[src/rtl/uart_irq_pkg.sv]
package uart_irq_pkg;
    localparam int CNT_W  = 10;
    localparam int LVL_W  = 3;
    localparam int NCAUSE = 5;
    localparam int NMDM   = 4;
    localparam int NERR   = 5;
    localparam int NEDGE  = 3;

    typedef enum int unsigned {
        C_LINE = 0, C_RXDATA = 1, C_RXTMO = 2, C_TXSPACE = 3, C_MODEM = 4
    } cause_e;

    typedef struct packed {
        logic rxfifo_err;
        logic tx_empty;
        logic thr_empty;
        logic brk;
        logic framing;
        logic parity;
        logic overrun;
        logic data_rdy;
    } line_byte_t;

    typedef struct packed {
        logic [NMDM-1:0] lvl;
        logic [NMDM-1:0] delta;
    } modem_byte_t;

    typedef struct packed {
        logic [7:0]        cnt_lo;
        line_byte_t        line;
        modem_byte_t       modem;
        logic [1:0]        cnt_hi;
        logic              rsvd;
        logic [NCAUSE-1:0] cause;
    } status_t;

    function automatic logic [CNT_W-1:0] lvl_thr(input logic [LVL_W-1:0] lvl);
        return CNT_W'(4) << lvl;
    endfunction

    function automatic logic [NCAUSE-1:0] en_map(input logic [3:0] en);
        return {en[3], en[1], en[0], en[0], en[2]};
    endfunction
endpackage

[src/rtl/uart_irq_edge.sv]
module uart_irq_edge #(
    parameter int W = 3
) (
    input  logic         clk,
    input  logic         rst,
    input  logic [W-1:0] cond,
    output logic [W-1:0] rise
);
    logic [W-1:0] prev_q;

    for (genvar i = 0; i < W; i++) begin : g_bit
        always_ff @(posedge clk) prev_q[i] <= cond[i];
        assign rise[i] = cond[i] & ~prev_q[i];
    end

    // a rising edge is reported for a single cycle only
    assert_single_rise_R3: assert property (@(posedge clk) disable iff (rst)
        (|rise) |=> ((rise & $past(rise)) == '0));
endmodule

[src/rtl/uart_irq_modem.sv]
module uart_irq_modem
    import uart_irq_pkg::*;
(
    input  logic            clk,
    input  logic            rst,
    input  logic [NMDM-1:0] modem_in,
    input  logic            clr,
    output logic [NMDM-1:0] lvl_q,
    output logic [NMDM-1:0] delta_q,
    output logic            chg
);
    logic [NMDM-1:0] diff;

    assign diff = modem_in ^ lvl_q;
    assign chg  = |diff;

    always_ff @(posedge clk) lvl_q <= modem_in;

    always_ff @(posedge clk) begin
        if (rst) delta_q <= '0;
        else     delta_q <= (delta_q & ~{NMDM{clr}}) | diff;
    end

    assert_delta_set_R6: assert property (@(posedge clk) disable iff (rst)
        (diff != '0) |=> ((delta_q & $past(diff)) == $past(diff)));
endmodule

[src/rtl/uart_irq_line.sv]
module uart_irq_line
    import uart_irq_pkg::*;
(
    input  logic            clk,
    input  logic            rst,
    input  logic [NERR-1:0] err_evt,
    input  logic            clr,
    output logic [NERR-1:0] err_q
);
    always_ff @(posedge clk) begin
        if (rst) err_q <= '0;
        else     err_q <= (err_q & ~{NERR{clr}}) | err_evt;
    end

    assert_err_sticky_R7: assert property (@(posedge clk) disable iff (rst)
        (err_evt != '0) |=> ((err_q & $past(err_evt)) == $past(err_evt)));
endmodule

[src/rtl/uart_irq_cause.sv]
module uart_irq_cause
    import uart_irq_pkg::*;
(
    input  logic              clk,
    input  logic              rst,
    input  logic [NCAUSE-1:0] set_vec,
    input  logic [NCAUSE-1:0] clr_vec,
    output logic [NCAUSE-1:0] pending
);
    always_ff @(posedge clk) begin
        if (rst) pending <= '0;
        else     pending <= (pending & ~clr_vec) | set_vec;
    end

    assert_set_R1: assert property (@(posedge clk) disable iff (rst)
        (set_vec != '0) |=> ((pending & $past(set_vec)) == $past(set_vec)));

    assert_sticky_R1: assert property (@(posedge clk) disable iff (rst)
        (clr_vec == '0) |=> ((pending & $past(pending)) == $past(pending)));

    assert_clear_R2: assert property (@(posedge clk) disable iff (rst)
        ((clr_vec & ~set_vec) != '0) |=> ((pending & $past(clr_vec & ~set_vec)) == '0));
endmodule

[src/rtl/uart_irq_unit.sv]
module uart_irq_unit
    import uart_irq_pkg::*;
(
    input  logic             clk,
    input  logic             rst,
    input  logic [3:0]       irq_en,
    input  logic [LVL_W-1:0] tx_lvl,
    input  logic [LVL_W-1:0] rx_lvl,
    input  logic [CNT_W-1:0] rx_count,
    input  logic [CNT_W-1:0] tx_count,
    input  logic             tx_busy,
    input  logic             rx_timeout,
    input  logic [NERR-1:0]  err_evt,
    input  logic [NMDM-1:0]  modem_in,
    input  logic             wr_en,
    input  logic [7:0]       wr_byte,
    output logic [31:0]      status,
    output logic             irq
);
    logic [NEDGE-1:0]  cond, rise;
    logic [NCAUSE-1:0] set_vec, clr_vec, pending;
    logic [NMDM-1:0]   lvl_q, delta_q;
    logic [NERR-1:0]   err_q;
    logic              mdm_chg;
    logic              unused_wr_hi;
    status_t           st;

    assign unused_wr_hi = ^wr_byte[7:NCAUSE];

    // edge sources: 0 receive data, 1 timeout, 2 transmit space
    assign cond[0] = rx_count >= lvl_thr(rx_lvl);
    assign cond[1] = rx_timeout;
    assign cond[2] = tx_count < lvl_thr(tx_lvl);

    uart_irq_edge #(.W(NEDGE)) u_edge (
        .clk(clk), .rst(rst), .cond(cond), .rise(rise)
    );

    assign clr_vec = wr_en ? wr_byte[NCAUSE-1:0] : '0;

    uart_irq_modem u_modem (
        .clk(clk), .rst(rst), .modem_in(modem_in), .clr(clr_vec[C_MODEM]),
        .lvl_q(lvl_q), .delta_q(delta_q), .chg(mdm_chg)
    );

    uart_irq_line u_line (
        .clk(clk), .rst(rst), .err_evt(err_evt), .clr(clr_vec[C_LINE]),
        .err_q(err_q)
    );

    always_comb begin
        set_vec            = '0;
        set_vec[C_LINE]    = |err_evt;
        set_vec[C_RXDATA]  = rise[0];
        set_vec[C_RXTMO]   = rise[1];
        set_vec[C_TXSPACE] = rise[2];
        set_vec[C_MODEM]   = mdm_chg;
    end

    uart_irq_cause u_cause (
        .clk(clk), .rst(rst), .set_vec(set_vec), .clr_vec(clr_vec),
        .pending(pending)
    );

    always_comb begin
        st                 = '0;
        st.cause           = pending;
        st.cnt_hi          = rx_count[9:8];
        st.cnt_lo          = rx_count[7:0];
        st.modem.lvl       = lvl_q;
        st.modem.delta     = delta_q;
        st.line.data_rdy   = rx_count != '0;
        st.line.overrun    = err_q[0];
        st.line.parity     = err_q[1];
        st.line.framing    = err_q[2];
        st.line.brk        = err_q[3];
        st.line.rxfifo_err = err_q[4];
        st.line.thr_empty  = tx_count == '0;
        st.line.tx_empty   = (tx_count == '0) && !tx_busy;
    end

    assign status = st;
    assign irq    = |(pending & en_map(irq_en));

    assert_irq_source_R8: assert property (@(posedge clk) disable iff (rst)
        irq |-> (status[NCAUSE-1:0] != '0));

    assert_delta_with_cause_R6: assert property (@(posedge clk) disable iff (rst)
        (delta_q != '0) |-> pending[C_MODEM] || $past(wr_en));
endmodule

[config.mk]
export PLATFORM = sky130hd
export DESIGN_NAME = uart_irq_unit
export DESIGN_NICKNAME = d
export VERILOG_FILES = /design/src/rtl/uart_irq_pkg.sv /design/src/rtl/uart_irq_edge.sv /design/src/rtl/uart_irq_modem.sv /design/src/rtl/uart_irq_line.sv /design/src/rtl/uart_irq_cause.sv /design/src/rtl/uart_irq_unit.sv
export SDC_FILE = /design/constraint.sdc
export NUM_CORES = 1
export LEC_CHECK = 0
export CORE_ASPECT_RATIO = 0.6
export CORE_MARGIN = 4
export CORE_UTILIZATION = 32
export CTS_CLUSTER_SIZE = 28
export DETAILED_ROUTE_END_ITERATION = 8
export MAX_ROUTING_LAYER = met4
export PLACE_DENSITY = 0.88
export RECOVER_POWER = 50
export SLEW_MARGIN = 20
export SYNTH_ARGS = -nofsm -noshare
export SYNTH_HDL_FRONTEND = slang
export SYNTH_SLANG_ARGS = --single-unit
[constraint.sdc]
create_clock -name clk -period 1.3 [get_ports clk]
set_input_delay 0.195 -clock clk [delete_from_list [all_inputs] [get_ports clk]]
set_output_delay 0.195 -clock clk [all_outputs]
set_load 0.005 [all_outputs]
Word level (Yosys, flattened, before mapping)
Index checks and enable logic that the tools add are counted.
{"block": "op_classes", "magnitude_cmp": 2, "n_shift": 2, "muxes": 1, "bitwise_logic": 17, "reduce_logical": 7}
{"op": "3-bit by 3-bit << shifter with 10-bit output, first input constant", "n": 2}
{"op": "5-bit bitwise AND", "n": 3}
{"op": "10-bit >= comparator", "n": 1}
{"op": "10-bit zero test", "n": 1}
{"op": "10-bit < comparator", "n": 1}
{"op": "5-bit inverter", "n": 2}
{"op": "5-bit bitwise OR", "n": 2}
{"op": "10-bit nonzero test", "n": 1}
{"op": "5-bit OR reduction", "n": 2}
{"op": "5-bit two-way mux", "n": 1}
{"op": "4-bit bitwise AND", "n": 1}
{"op": "4-bit inverter", "n": 1}
{"op": "4-bit bitwise OR", "n": 1}
{"op": "4-bit OR reduction", "n": 1}
{"op": "4-bit bitwise XOR", "n": 1}
{"op": "1-bit bitwise AND", "n": 3}
{"op": "1-bit inverter", "n": 3}
{"op": "1-bit logical AND", "n": 1}
{"op": "1-bit zero test", "n": 1}
{"block": "word_totals", "regBits": 21, "out_inout_bits": 33, "wordCells": 36}

Logic depth before layout (Yosys ltp)
{"block": "logic_depth", "word_depth": 4, "mapped_depth": 7}

Cells and area by module
Synthesis repeated with hierarchy kept, for this count alone.
{"block": "unflattened", "hier_cells": 154, "area_unflattened_um2": 1345.0}
{"mod": "uart_irq_unit", "n_inst": 1, "cells_per_inst": 87, "area_per_inst_um2": 646.9, "seq_area_each_um2": 0.0}
{"mod": "uart_irq_modem", "n_inst": 1, "cells_per_inst": 21, "area_per_inst_um2": 246.5, "seq_area_each_um2": 160.2}
{"mod": "uart_irq_cause", "n_inst": 1, "cells_per_inst": 20, "area_per_inst_um2": 175.2, "seq_area_each_um2": 100.1}
{"mod": "uart_irq_line", "n_inst": 1, "cells_per_inst": 20, "area_per_inst_um2": 175.2, "seq_area_each_um2": 100.1}
{"mod": "uart_irq_edge", "n_inst": 1, "cells_per_inst": 6, "area_per_inst_um2": 101.3, "seq_area_each_um2": 60.1}

Least setup slack after synthesis
Ideal clock, no wire load.
{"block": "synth_timing", "kind": "input -> register", "from": "input tx_lvl[1]", "to": "register u_cause.pending[3]", "setup_ns": 0.117, "arrival_ns": 1.276, "path_slack_ns": -0.093, "path_stages": 6, "path_buffers": 0, "cell_sequence": "or3b_1 ha_1 o21ai_1 a21oi_1 o21ai_1 a32o_1"}
{"block": "synth_between", "elab_chain_cells": 4}
{"item": "from (decl)", "line_no": "uart_irq_unit.sv:7", "source": "input logic [LVL_W-1:0] tx_lvl,"}
{"item": "3-bit by 3-bit << shifter with 10-bit output", "line_no": "uart_irq_pkg.sv:39", "source": "return CNT_W'(4) << lvl;"}
{"item": "10-bit < comparator", "line_no": "uart_irq_unit.sv:33", "source": "assign cond[2] = tx_count < lvl_thr(tx_lvl);"}
{"item": "1-bit bitwise AND", "line_no": "uart_irq_edge.sv:13", "source": "assign rise[i] = cond[i] & ~prev_q[i];"}
{"item": "5-bit bitwise OR", "line_no": "uart_irq_cause.sv:12", "source": "else pending <= (pending & ~clr_vec) | set_vec;"}
{"item": "to (signal assigned)", "line_no": "uart_irq_cause.sv:12"}
{"item": "to (decl)", "line_no": "uart_irq_cause.sv:8", "source": "output logic [NCAUSE-1:0] pending"}
No other way between the ends.
A chain may end at the register's enable or synchronous reset.

Final worst setup path
{"block": "layout_timing", "from": "input tx_count[4]", "to": "output status[22]"}
{"block": "layout_between", "elab_chain_cells": 2}
{"item": "from (decl)", "line_no": "uart_irq_unit.sv:10", "source": "input logic [CNT_W-1:0] tx_count,"}
{"item": "10-bit zero test", "line_no": "uart_irq_unit.sv:79", "source": "st.line.tx_empty = (tx_count == '0) && !tx_busy;"}
{"item": "1-bit logical AND", "line_no": "uart_irq_unit.sv:79"}
{"item": "to (decl)", "line_no": "uart_irq_unit.sv:17", "source": "output logic [31:0] status,"}
No other way between the ends.

==> metrics.csv <==
stage,metric,value,unit
clocking,Sink Count,21,
route,Pre-antenna DRT Iters,4,
power_and_ir_drop,LEAKAGE,1.066,nW
place,Port Buffers,80,
floorplanning,num rows,17,
min_path,Hold Crit Class,reg2reg,
power_and_ir_drop,clock power share,24.3,%
clocking,# hold bufs at CTS,0,
clocking,clock tree root buffer cell,clkbuf_8,
yosys,Netlist cell types,32,
worst_setup_path,R2R Setup Slk,0.28,ns
worst_setup_path,Worst setup EP type,primary output,
global_routing,GRT Util Overall,15.63,%
global_routing,first-pass GRT wire length,6065,µm
route,WL/cell,13.58,µm
sta,final hold violation count,0,
clocking,"Clk pin slew, worst setup/hold paths",0.08,ns
global_routing,initial antenna violation count,0,
clocking,worst-skew pair later-pin latency,0.26,ns
worst_setup_path,Critical Path AT,1.31,ns
sta,Setup Skew,0.003637,ns
finish,# diodes,0,
yosys,YS warnings,0,
power_and_ir_drop,Worst VDD drop,625.4,µV
sta,setup violators final,3,
clocking,CTS max path bufs,2,
sta,minimum clock period,1.510,ns
sta,setup TNS,-0.3210,ns
worst_setup_path,WS Path Type,in2out,
route,drt drc,0,
route,final wirelength,3924,µm
yosys,synthesized area per cell,8.698,µm²
clocking,CTS Buf Count,3,
status,status,"complete, but fails checks",
floorplanning,Die H,56.46,µm
worst_setup_path,crit path max fanout,2,
yosys,Gate Count Post-Synth,144,
min_path,hold path start,u_edge.prev_q[0],
power_and_ir_drop,sw power,0.0004640,W
power_and_ir_drop,Comb pwr share,33.7,%
floorplanning,die area,5012,µm²
worst_setup_path,CP startpoint,tx_count[4],
sta,RSZ-0062 raised after global routing,yes,
global_routing,largest net degree at the start of global routing,13,
global_routing,grt ovf,0,
yosys,"FF+latch count, synth",21,
power_and_ir_drop,PwrDens,727.5,nW/µm²
place,dpl ws,-0.9683,ns
sta,Final Cycle Share,116.1,%
route,DR vias/cell,4.723,
route,Vias,1365,
finish,synth-to-layout area growth,89.11,%
finish,fraction of layout instances using a drive strength above 1,30.99,%
route,final antenna-violating net count,0,
sta,Final Max Slew Viols,0,
power_and_ir_drop,Reg power frac,41.9,%
route,1st-iter DRT viols,29,
floorplanning,DIE WIDTH,88.77,µm
finish,Nets,311,
worst_setup_path,R2R Path Start,u_modem.lvl_q[0],
floorplanning,Core Box Area,3722,µm²
run,Max-Cap Viols,0,
clocking,Max H-tree Level,1,
floorplanning,Initial Utilization,33.65,%
floorplanning,I/O pins,85,
status,failing checks,setup timing,
place,Final HPWL DP,3213,µm
sta,fmax,0.6624,GHz
sta,final worst slack,-0.2097,ns
power_and_ir_drop,internal power,0.001259,W
power_and_ir_drop,sw frac,26.93,%
yosys,mapped cell area,1252,µm²
clocking,CTS tree,done,
global_routing,vias in the first global route,1391,
place,gpl congestion,0.8023,
worst_setup_path,crit start category,input port,
yosys,Syn Nets,212,
worst_setup_path,worst path required time,1.11,ns
yosys,"Seq/Total Area, Yosys",33.57,%
[worst paths after layout]
kind,end,cells past startpoint
max,status[22],5
max reg2reg,u_cause.pending[4],4
min reg2reg,u_cause.pending[1],1
min,u_cause.pending[1],1
[placed cells by master, fill, tap and decap left out, drive strengths merged, types with 2 or more instances in the layout]
cell type       n
dlygate4sd2    26
xor2            4
nor4            4
nor2           16
or4             2
nor2b           2
o21ai           7
ha             16
buf            39
nand3b          6
dfxtp          21
clkbuf          6
dlygate4sd3     6
nand2          10
a21oi          18
clkdlybuf4s15   2
or3             2
nand3           4
dlymetal6s2s    5
clkdlybuf4s50  24
or3b            4
nor3            4
[worst max-delay path, stage by stage]
cell     delay (ns)
buf_6          0.09
or4_4          0.54
nor4_4         0.23
nor2b_1        0.14
buf_2          0.11
[power by group through the flow]
stage          registers [W]  logic [W]  clock network (W)
6_report            0.000723   0.000581           0.000419
2_1_floorplan       0.000739   0.000186                  0
3_5_place_dp        0.000736   0.000573                  0
3_3_place_gp        0.000734   0.000557                  0
5_1_grt             0.000729   0.000643           0.000464
4_1_cts             0.000724   0.000540           0.000432
[synthesized netlist by cell type, drive strengths merged]
cell    count  share of area (%)
a21boi      1               0.60
a21o        1               0.60
a21oi      18                7.2
a221oi      1               0.70
a222oi      1               0.80
a31oi       1               0.50
a32o        1               0.80
and2        1               0.50
buf        11                6.6
clkbuf      1               0.30
conb        1               0.30
dfxtp      21                 34
ha         16                 16
inv         1               0.30
nand2      10                3.0
nand2b      1               0.50
nand3       4                1.6
nand3b      6                3.6
nand4       1               0.50
nor2       16                4.8
nor2b       2                1.0
nor3        4                1.6
nor4        4                3.2
o21a        1               0.60
o21ai       7                2.8
or3         2                1.0
or3b        4                2.8
or4         2                1.5
xor2        4                2.8
[metrics by stage]
step                      power (W)  util [%]  instance area [µm²]  std cells  hold WS (ns)
final                      0.001723     63.63                 2369        289        0.4367
after global placement     0.001291     59.46                 2213        284        0.4095
after floorplan           0.0009246         -                 1252        144        0.2227
after global routing       0.001835     63.63                 2369        289        0.4455
after CTS                  0.001696     60.00                 2233        288        0.4097
after detailed placement   0.001309     59.46                 2213        284        0.4285
[what timing repair did]
action                     CTS  global route
pin swaps                   20            16
buffers inserted             0             1
setup endpoints to repair   34            12
resized for setup          108            36
[kinds of logic after synthesis]
kind of cell	after synthesis	synth area share [%]
buffers and inverters	13	7.192
AO/OA/AOI/OAI	32	14.59
AND/OR/NAND/NOR	57	25.58
flip-flops	21	33.57
XOR/XNOR	4	2.797
adder cells (fa/ha/maj)	16	15.98
other	1	0.2994
[metal layers]
metal	vias to the layer above	GRT usage, %	wire [µm]
li1	711	-	-
met1	609	20.05	1798
met2	43	25.37	1848
met3	2	3.226	255
met4	0	3.233	21
met5	-	-	0
[sequential cells by signal, summed over array words and instances, names as in the netlist]
| register | cells |
|---|---|
| u_line.err_q | 5 |
| u_cause.pending | 5 |
| u_edge.prev_q | 3 |
| u_modem.delta_q | 4 |
| u_modem.lvl_q | 4 |
[cell type report]
class | count | area (µm²)
Fill cell | 320 | 1354
Timing Repair Buffer | 106 | 950.9
Multi-Input combinational cell | 110 | 883.3
Sequential cell | 21 | 425.4
Tap cell | 47 | 58.81
Clock buffer | 3 | 41.29
Clock inverter | 1 | 5.005
Inverter | 1 | 3.754
Power figures use the tool's default switching activity.
